[src/rtl/brc_pkg.sv]
package brc_pkg;

    typedef enum logic [2:0] {
        M_OWN        = 3'd0,
        M_DRAIN_HOLD = 3'd1,
        M_DRAIN_ADDR = 3'd2,
        M_REL_HOLD   = 3'd3,
        M_REL_ADDR   = 3'd4,
        M_REL_BOFF   = 3'd5
    } rel_mode_e;

    typedef struct packed {
        logic boff;
        logic hold;
        logic ahold;
    } rel_req_t;

    typedef struct packed {
        logic addr;
        logic data;
        logic ctrl;
    } pin_grp_t;

    // Any mode in which at least one pin group is handed to another agent.
    function automatic logic fn_released(rel_mode_e m);
        return (m == M_REL_HOLD) || (m == M_REL_ADDR) || (m == M_REL_BOFF);
    endfunction

    // Priority: back-off, then hold, then address hold.
    // A released mode never has a cycle running, so it needs no drain.
    function automatic rel_mode_e fn_next_mode(rel_mode_e cur, rel_req_t rq, logic busy);
        rel_mode_e nxt;
        logic      idle_bus;
        idle_bus = fn_released(cur) || !busy;
        if (rq.boff)
            nxt = M_REL_BOFF;
        else if (rq.hold)
            nxt = idle_bus ? M_REL_HOLD : M_DRAIN_HOLD;
        else if (rq.ahold)
            nxt = idle_bus ? M_REL_ADDR : M_DRAIN_ADDR;
        else
            nxt = M_OWN;
        return nxt;
    endfunction

    // Which pin groups the processor drives in a given mode.
    function automatic pin_grp_t fn_drive(rel_mode_e m);
        pin_grp_t g;
        case (m)
            M_REL_ADDR:             g = '{addr: 1'b0, data: 1'b1, ctrl: 1'b1};
            M_REL_HOLD, M_REL_BOFF: g = '{addr: 1'b0, data: 1'b0, ctrl: 1'b0};
            default:                g = '{addr: 1'b1, data: 1'b1, ctrl: 1'b1};
        endcase
        return g;
    endfunction

endpackage

[src/rtl/brc_mode_fsm.sv]
module brc_mode_fsm
    import brc_pkg::*;
(
    input  logic      clk,
    input  logic      rst,
    input  rel_req_t  req,
    input  logic      cyc_active,
    input  logic      cyc_last,
    output rel_mode_e mode,
    output rel_mode_e mode_nxt
);
    logic busy;

    // A cycle still needs the bus unless it is ending in this clock.
    assign busy     = cyc_active && !cyc_last;
    assign mode_nxt = fn_next_mode(mode, req, busy);

    always_ff @(posedge clk) begin
        if (rst)
            mode <= M_OWN;
        else
            mode <= mode_nxt;
    end
endmodule

[src/rtl/brc_pin_enable.sv]
module brc_pin_enable
    import brc_pkg::*;
#(
    parameter int ADDR_LANES = 29,
    parameter int DATA_LANES = 8,
    parameter int CTRL_LANES = 6
) (
    input  logic                  clk,
    input  logic                  rst,
    input  rel_mode_e             mode,
    input  rel_mode_e             mode_nxt,
    input  logic                  stop_grant,
    output logic                  hold_ack,
    output logic [ADDR_LANES-1:0] addr_oe,
    output logic [DATA_LANES-1:0] data_oe,
    output logic [CTRL_LANES-1:0] ctrl_oe,
    output logic                  snoop_win
);
    localparam int N_GROUPS = 3;

    pin_grp_t             grp;
    logic [N_GROUPS-1:0]  grp_vec;
    logic                 snoop_q;

    // The decode comes straight from the mode register, so the enables and
    // the acknowledge change on the same edge.
    assign grp      = fn_drive(mode);
    assign grp_vec  = grp;
    assign hold_ack = (mode == M_REL_HOLD);

    // Each group enable fans out to every lane of its pin group.
    for (genvar gi = 0; gi < N_GROUPS; gi++) begin : g_fan
        if (gi == 2) begin : g_addr
            assign addr_oe = {ADDR_LANES{grp_vec[gi]}};
        end else if (gi == 1) begin : g_data
            assign data_oe = {DATA_LANES{grp_vec[gi]}};
        end else begin : g_ctrl
            assign ctrl_oe = {CTRL_LANES{grp_vec[gi]}};
        end
    end

    // The snoop window opens only when the address pins are released and
    // the processor is not in stop-grant.
    always_ff @(posedge clk) begin
        if (rst)
            snoop_q <= 1'b0;
        else
            snoop_q <= fn_released(mode_nxt) && !stop_grant;
    end

    assign snoop_win = snoop_q;
endmodule

[src/rtl/brc_cycle_gate.sv]
module brc_cycle_gate
    import brc_pkg::*;
(
    input  logic      clk,
    input  logic      rst,
    input  logic      boff_req,
    input  logic      cyc_active,
    input  logic      cyc_req,
    input  rel_mode_e mode,
    input  rel_mode_e mode_nxt,
    output logic      abort_cyc,
    output logic      restart_cyc,
    output logic      cyc_go
);
    logic abort_set;
    logic regain;
    logic rst_pend_q;
    logic go_pend_q;
    logic abort_q;
    logic restart_q;
    logic go_q;

    // An abort is issued once, on entry to back-off, and only if a cycle is running.
    assign abort_set = boff_req && cyc_active && (mode != M_REL_BOFF);
    assign regain    = (mode_nxt == M_OWN);

    always_ff @(posedge clk) begin
        if (rst) begin
            abort_q    <= 1'b0;
            restart_q  <= 1'b0;
            go_q       <= 1'b0;
            rst_pend_q <= 1'b0;
            go_pend_q  <= 1'b0;
        end else begin
            abort_q    <= abort_set;
            restart_q  <= rst_pend_q && regain;
            rst_pend_q <= (rst_pend_q || abort_set) && !regain;
            go_q       <= (cyc_req || go_pend_q) && regain;
            go_pend_q  <= (cyc_req || go_pend_q) && !regain;
        end
    end

    assign abort_cyc   = abort_q;
    assign restart_cyc = restart_q;
    assign cyc_go      = go_q;
endmodule

[src/rtl/bus_release_ctrl.sv]
module bus_release_ctrl
    import brc_pkg::*;
#(
    parameter int ADDR_LANES = 29,
    parameter int DATA_LANES = 8,
    parameter int CTRL_LANES = 6
) (
    input  logic                  clk,
    input  logic                  rst,
    input  logic                  hold_req,
    input  logic                  backoff_req,
    input  logic                  addr_hold_req,
    input  logic                  stop_grant,
    input  logic                  cyc_active,
    input  logic                  cyc_last,
    input  logic                  cyc_req,
    output logic                  hold_ack,
    output logic [ADDR_LANES-1:0] addr_oe,
    output logic [DATA_LANES-1:0] data_oe,
    output logic [CTRL_LANES-1:0] ctrl_oe,
    output logic                  abort_cyc,
    output logic                  restart_cyc,
    output logic                  cyc_go,
    output logic                  snoop_win
);
    rel_req_t  req;
    rel_mode_e mode;
    rel_mode_e mode_nxt;

    assign req = '{boff: backoff_req, hold: hold_req, ahold: addr_hold_req};

    brc_mode_fsm u_fsm (
        .clk        (clk),
        .rst        (rst),
        .req        (req),
        .cyc_active (cyc_active),
        .cyc_last   (cyc_last),
        .mode       (mode),
        .mode_nxt   (mode_nxt)
    );

    brc_pin_enable #(
        .ADDR_LANES (ADDR_LANES),
        .DATA_LANES (DATA_LANES),
        .CTRL_LANES (CTRL_LANES)
    ) u_pins (
        .clk        (clk),
        .rst        (rst),
        .mode       (mode),
        .mode_nxt   (mode_nxt),
        .stop_grant (stop_grant),
        .hold_ack   (hold_ack),
        .addr_oe    (addr_oe),
        .data_oe    (data_oe),
        .ctrl_oe    (ctrl_oe),
        .snoop_win  (snoop_win)
    );

    brc_cycle_gate u_gate (
        .clk         (clk),
        .rst         (rst),
        .boff_req    (backoff_req),
        .cyc_active  (cyc_active),
        .cyc_req     (cyc_req),
        .mode        (mode),
        .mode_nxt    (mode_nxt),
        .abort_cyc   (abort_cyc),
        .restart_cyc (restart_cyc),
        .cyc_go      (cyc_go)
    );
endmodule

[config.mk]
export PLATFORM = sky130hd
export DESIGN_NAME = bus_release_ctrl
export DESIGN_NICKNAME = d
export VERILOG_FILES = /design/src/rtl/brc_pkg.sv /design/src/rtl/brc_mode_fsm.sv /design/src/rtl/brc_pin_enable.sv /design/src/rtl/brc_cycle_gate.sv /design/src/rtl/bus_release_ctrl.sv
export SDC_FILE = /design/constraint.sdc
export NUM_CORES = 1
export LEC_CHECK = 0
export BUFFER_PORTS_ARGS = -buffer_cell sky130_fd_sc_hd__buf_4
export CAP_MARGIN = 10
export CORE_ASPECT_RATIO = 1.2
export CORE_UTILIZATION = 37
export CTS_CLUSTER_SIZE = 40
export DETAILED_ROUTE_END_ITERATION = 7
export PLACE_DENSITY = 0.8
export SLEW_MARGIN = 10
export SYNTH_ARGS = -nofsm -noshare
export SYNTH_HDL_FRONTEND = slang
export SYNTH_SLANG_ARGS = --single-unit
[constraint.sdc]
create_clock -name clk -period 2.9 [get_ports clk]
set_input_delay 0.58 -clock clk [delete_from_list [all_inputs] [get_ports clk]]
set_output_delay 0.58 -clock clk [all_outputs]
set_load 0.005 [all_outputs]
# Word level (Yosys, flattened, before mapping)
# Cells that the tools add are included.
# totals
output_inout_bits,48
register_bits,9
# classes
n_eq_ne,7
muxes,6
reduce_logical,21
# op_table
operator,count
"3-bit equality test, second input constant",4
3-bit 2-to-1 mux,4
1-bit logical AND,8
1-bit logical OR,7
"3-bit by 2-bit equality test with 1-bit output, second input constant",2
3-bit one-hot mux with 2 select lines,1
1-bit zero test,4
3-bit zero test,1
"3-bit inequality test, second input constant",1
2-bit 2-to-1 mux,1
2-bit OR reduction,1

# Longest topological paths before layout
# logic_depth
word_depth,12
ltp_mapped,3

# Hierarchy
# From an unflattened synthesis, not the netlist that was laid out.
# hier_totals
hier_cells,83
area_unflattened_um2,711.9
# by_module_without_submodules
module,instances,cells_each,area_each_um2
brc_pin_enable,1,50,379.1
brc_cycle_gate,1,16,173.9
brc_mode_fsm,1,17,158.9

# Worst setup path before layout
# OpenSTA, ideal clock, no wires.
# synth_path
kind,reg-to-output
start,register u_fsm.mode[0]
end,output addr_oe[10]
arrival_time_ns,1.784
n_path_buf,1
slack_ns,0.536
path_stages_with_launch,4
cell_sequence,dfxtp_1 and3b_2 nor2_1 buf_4
# synth_between
elab_chain_cells,3
word_cells_on_any_way,5
# synth_rtl
element,line,source
start: declaration,brc_mode_fsm.sv:9,"output rel_mode_e mode,"
start signal: assignment,brc_mode_fsm.sv:22,mode <= mode_nxt;
3-bit by 2-bit equality test with 1-bit output,-,
via hold_ack,bus_release_ctrl.sv:17,"output logic hold_ack,"
2-bit OR reduction,brc_pkg.sv:49,case (m)
3-bit one-hot mux with 2 select lines,brc_pkg.sv:49,
end: declaration,bus_release_ctrl.sv:18,"output logic [ADDR_LANES-1:0] addr_oe,"
# The timed path passes the listed nets, and every way through them passes these cells.

# Final worst setup path
# layout_path
start,register u_fsm.mode[1]
end,output addr_oe[2]
# layout_between
elab_chain_cells,3
word_cells_on_any_way,5
# layout_rtl
element,line
3-bit by 2-bit equality test with 1-bit output / 3-bit equality test (equally long branches),brc_pkg.sv:49
2-bit OR reduction,brc_pkg.sv:49
3-bit one-hot mux with 2 select lines *,brc_pkg.sv:49
# Every way passes the cells marked *; elsewhere a longest branch is shown, timed or not.

==> qor.json <==
{
  "finClkSkew_ns": 0.003958,
  "synthesis.area_um2": 676.9,
  "hold_violations": 0,
  "flip_flop_and_latch_count_after_synthesis": 9,
  "final.setup.worst_slack_ns": 0.9417,
  "drt-initial-drc-count": 2,
  "yosys_warnings": 0,
  "tritoncts": "built",
  "grt_max_degree": 30,
  "detail_route.wirelength_um": 1155,
  "ioPinCount": 57,
  "height_of_the_die_um": 48.86,
  "timing.critical_path.arrival_ns": 1.38,
  "slew_viol_final": 0,
  "type_of_element_capturing_the_critical_path": "output pin",
  "synth_common_cells": "41 x sky130_fd_sc_hd__buf_4, 9 x sky130_fd_sc_hd__dfxtp_1, 8 x sky130_fd_sc_hd__nor2_1",
  "leakagePower_nw": 0.4321,
  "synth-edff-count": 0,
  "rsz_0062_raised_after_global_routing": "no",
  "via_count_of_the_first_global_routing_pass": 391,
  "route.detailed.drc": 0,
  "root_buffer": "sky130_fd_sc_hd__clkbuf_4",
  "run_status": "finished clean",
  "die_area_mm2": 0.002005,
  "post_synth_inst_count": 79,
  "floorplan.die.width_um": 41.05,
  "netlist.top_cell.by_area": "sky130_fd_sc_hd__buf_4",
  "design.final.nets": 110,
  "crit_family": "buffers and inverters",
  "max_slew.worst_pin.slew_ns": 0.2964,
  "yosys.cell_types.count": 18,
  "worstPathBufferInverterCount": 2,
  "synthesis.area_per_instance_um2": 8.568,
  "worstPathCellList": "and2b_2 -> nor2_1 -> buf_4 -> buf_4",
  "wire_length_of_the_first_global_routing_pass_um": 1559,
  "holdCritPathClass": "flip-flop to flip-flop",
  "antenna-diode-count": 0,
  "max_stage_delay_ns": 0.34,
  "vias_per_cell": 4.415,
  "ant_nets": 0,
  "share_of_flip_flops_with_an_asynchronous_set_or_reset_pct": 0,
  "area.growth.synth_to_final_pct": 26.06,
  "setup_tns_ns": 0,
  "floorplan.initialDensity_pct": 40.25,
  "fmax_ghz": 0.5107,
  "cap_violations": 0,
  "place_hpwl_um": 928.9,
  "n_fill_cell": 168,
  "yosys-top-cells-area": "sky130_fd_sc_hd__buf_4 45%, sky130_fd_sc_hd__dfxtp_1 27%, sky130_fd_sc_hd__nor2_1 4.4%, sky130_fd_sc_hd__nor4_4 3.1%, sky130_fd_sc_hd__and2b_2 2.6%",
  "power.total_mw": 0.3629,
  "finalCriticalPeriod_ns": 1.958,
  "number_of_optimization_iterations_in_the_first_detailed_route_pass": 3,
  "worst_setup_hold_path_clk_slew_ns": 0.06,
  "critical_path_required_ns": 2.32,
  "vias": 521,
  "critical-path-slowest-cell": "sky130_fd_sc_hd__dfxtp_1",
  "postSynthNetCount": 88,
  "synth_top_area_share_pct": 45.47,
  "post_cts_resize_count": 0,
  "cts_inserted_buffers": 3,
  "synth_sequential_area_ratio_pct": 26.62,
  "wl_per_cell_um": 9.788,
  "timing.critical_path.mode_cell": "sky130_fd_sc_hd__buf_4",
  "buffer_depth_of_the_longest_clock_path": 2,
  "peakVddDrop_mv": 0.2670,
  "global_route.overflow_total": 0,
  "core_region_area_mm2": 0.001682,
  "cts.hold.buffers_added": 0,
  "timing.critical_path.from_type": "flip-flop",
  "fraction_of_final_layout_cells_sized_beyond_drive_strength_1_pct": 67.00,
  "worstSetupPathType": "flip-flop to output pin",
  "slew-limit-headroom_pct": 80.09,
  "antenna_found_initial": 0,
  "io_buffers": 56,
  "clock_latency_ns": 0.27,
  "track_usage_pct": 10.87,
  "path_max_fanout": 29,
  "cell_with_the_most_instances_after_synthesis": "sky130_fd_sc_hd__buf_4",
  "row_count": 16,
  "routabilityCongestion": 0.6988,
  "post_placement_worst_setup_slack_ns": 1.214,
  "postLayoutCoreUtil_pct": 50.74,
  "cts_num_sinks": 9,
  "post-route-period-util_pct": 67.53,
  "cts.repair_timing.setup_buffer_count": 0,
  "setup_viol_count_final": 0,
  "ys.flop_type": "sky130_fd_sc_hd__dfxtp_1",
  "power.density_cell_area_mw_per_mm2": 425.3,
  "cts-htree-levels": 1
}
[report_power, final]
part           internal (mW)  switching (mW)  leakage (nW)
combinational         0.0788          0.0503         0.343
sequential             0.131         0.00299        0.0743
clock                 0.0532          0.0470        0.0150
[worst min-delay path, cell delays in order, from the launching register on]
cell and delay (ns):
sky130_fd_sc_hd__dfxtp_1 0.31, sky130_fd_sc_hd__nor2_1 0.05, sky130_fd_sc_hd__nor2_1 0.09
[kinds of logic after synthesis]
family,share of synthesized area [%]
compound gates,6.654
buf+inv,46.58
flops,26.62
mux,1.479
simple gates,18.67
[final cells by class]
| cell class | count | area, um^2 | share of cell area, % |
|---|---|---|---|
| clock buffer | 4 | 26.28 | 3.079 |
| multi-input combinational | 27 | 181.4 | 21.26 |
| inverter | 2 | 7.507 | 0.8798 |
| sequential | 9 | 180.2 | 21.11 |
| tap | 18 | 22.52 | 2.639 |
| timing repair buffer | 58 | 435.4 | 51.03 |
[registers in the layout (all words and copies together) (netlist names)]
name	cells
u_pins.snoop_win	1
u_fsm.mode	3
u_gate.restart_cyc	1
u_gate.abort_cyc	1
u_gate.go_pend_q	1
u_gate.rst_pend_q	1
u_gate.cyc_go	1
[metal layers]
layer  wire (um)  GRT usage, %
met1         432         12.64
met2         515         16.93
met3         187         2.283
met4          20         6.667
met5           0             0
[path summary, 6_finish.rpt]
| kind | to | slack [ns] | startpoint | depth (start not counted) |
|---|---|---|---|---|
| worst max register to register | u_fsm.mode[1]$_SDFF_PP0_ | 1.75 | u_fsm.mode[0]$_SDFF_PP0_ | 3 |
| worst max-delay path | addr_oe[2] | 0.94 | u_fsm.mode[1]$_SDFF_PP0_ | 4 |
| worst min-delay path | u_gate.cyc_go$_SDFF_PP0_ | 0.48 | u_gate.go_pend_q$_SDFF_PP0_ | 2 |
| worst min register to register | u_gate.cyc_go$_SDFF_PP0_ | 0.48 | u_gate.go_pend_q$_SDFF_PP0_ | 2 |
[layout by cell type, fill, tap and decap left out]
| cell type | count |
|---|---|
| sky130_fd_sc_hd__and2b_2 | 2 |
| sky130_fd_sc_hd__and3_1 | 1 |
| sky130_fd_sc_hd__nand2_1 | 3 |
| sky130_fd_sc_hd__o21ai_0 | 1 |
| sky130_fd_sc_hd__o21ba_2 | 1 |
| sky130_fd_sc_hd__nand2b_1 | 1 |
| sky130_fd_sc_hd__nor2b_1 | 1 |
| sky130_fd_sc_hd__and3b_2 | 1 |
| sky130_fd_sc_hd__nor3_1 | 2 |
| sky130_fd_sc_hd__clkbuf_1 | 1 |
| sky130_fd_sc_hd__mux2i_1 | 1 |
| sky130_fd_sc_hd__buf_4 | 58 |
| sky130_fd_sc_hd__clkbuf_4 | 3 |
| sky130_fd_sc_hd__a211oi_2 | 1 |
| sky130_fd_sc_hd__nor4_4 | 1 |
| sky130_fd_sc_hd__nor2_1 | 8 |
| sky130_fd_sc_hd__dfxtp_1 | 9 |
| sky130_fd_sc_hd__o41ai_1 | 2 |
| sky130_fd_sc_hd__inv_1 | 2 |
| sky130_fd_sc_hd__nand3b_1 | 1 |
[stage by stage]
| step | instance area [um^2] | hold slack (ns) | cells |
|---|---|---|---|
| after floorplan | 676.9 | 0.4393 | 79 |
| after global placement | 827.0 | 0.4566 | 114 |
| after detailed placement | 827.0 | 0.4758 | 114 |
| after CTS | 853.3 | 0.4878 | 118 |
| after global routing | 853.3 | 0.5037 | 118 |
| final | 853.3 | 0.4818 | 118 |
No activity file was read; power rests on OpenSTA's default activity.
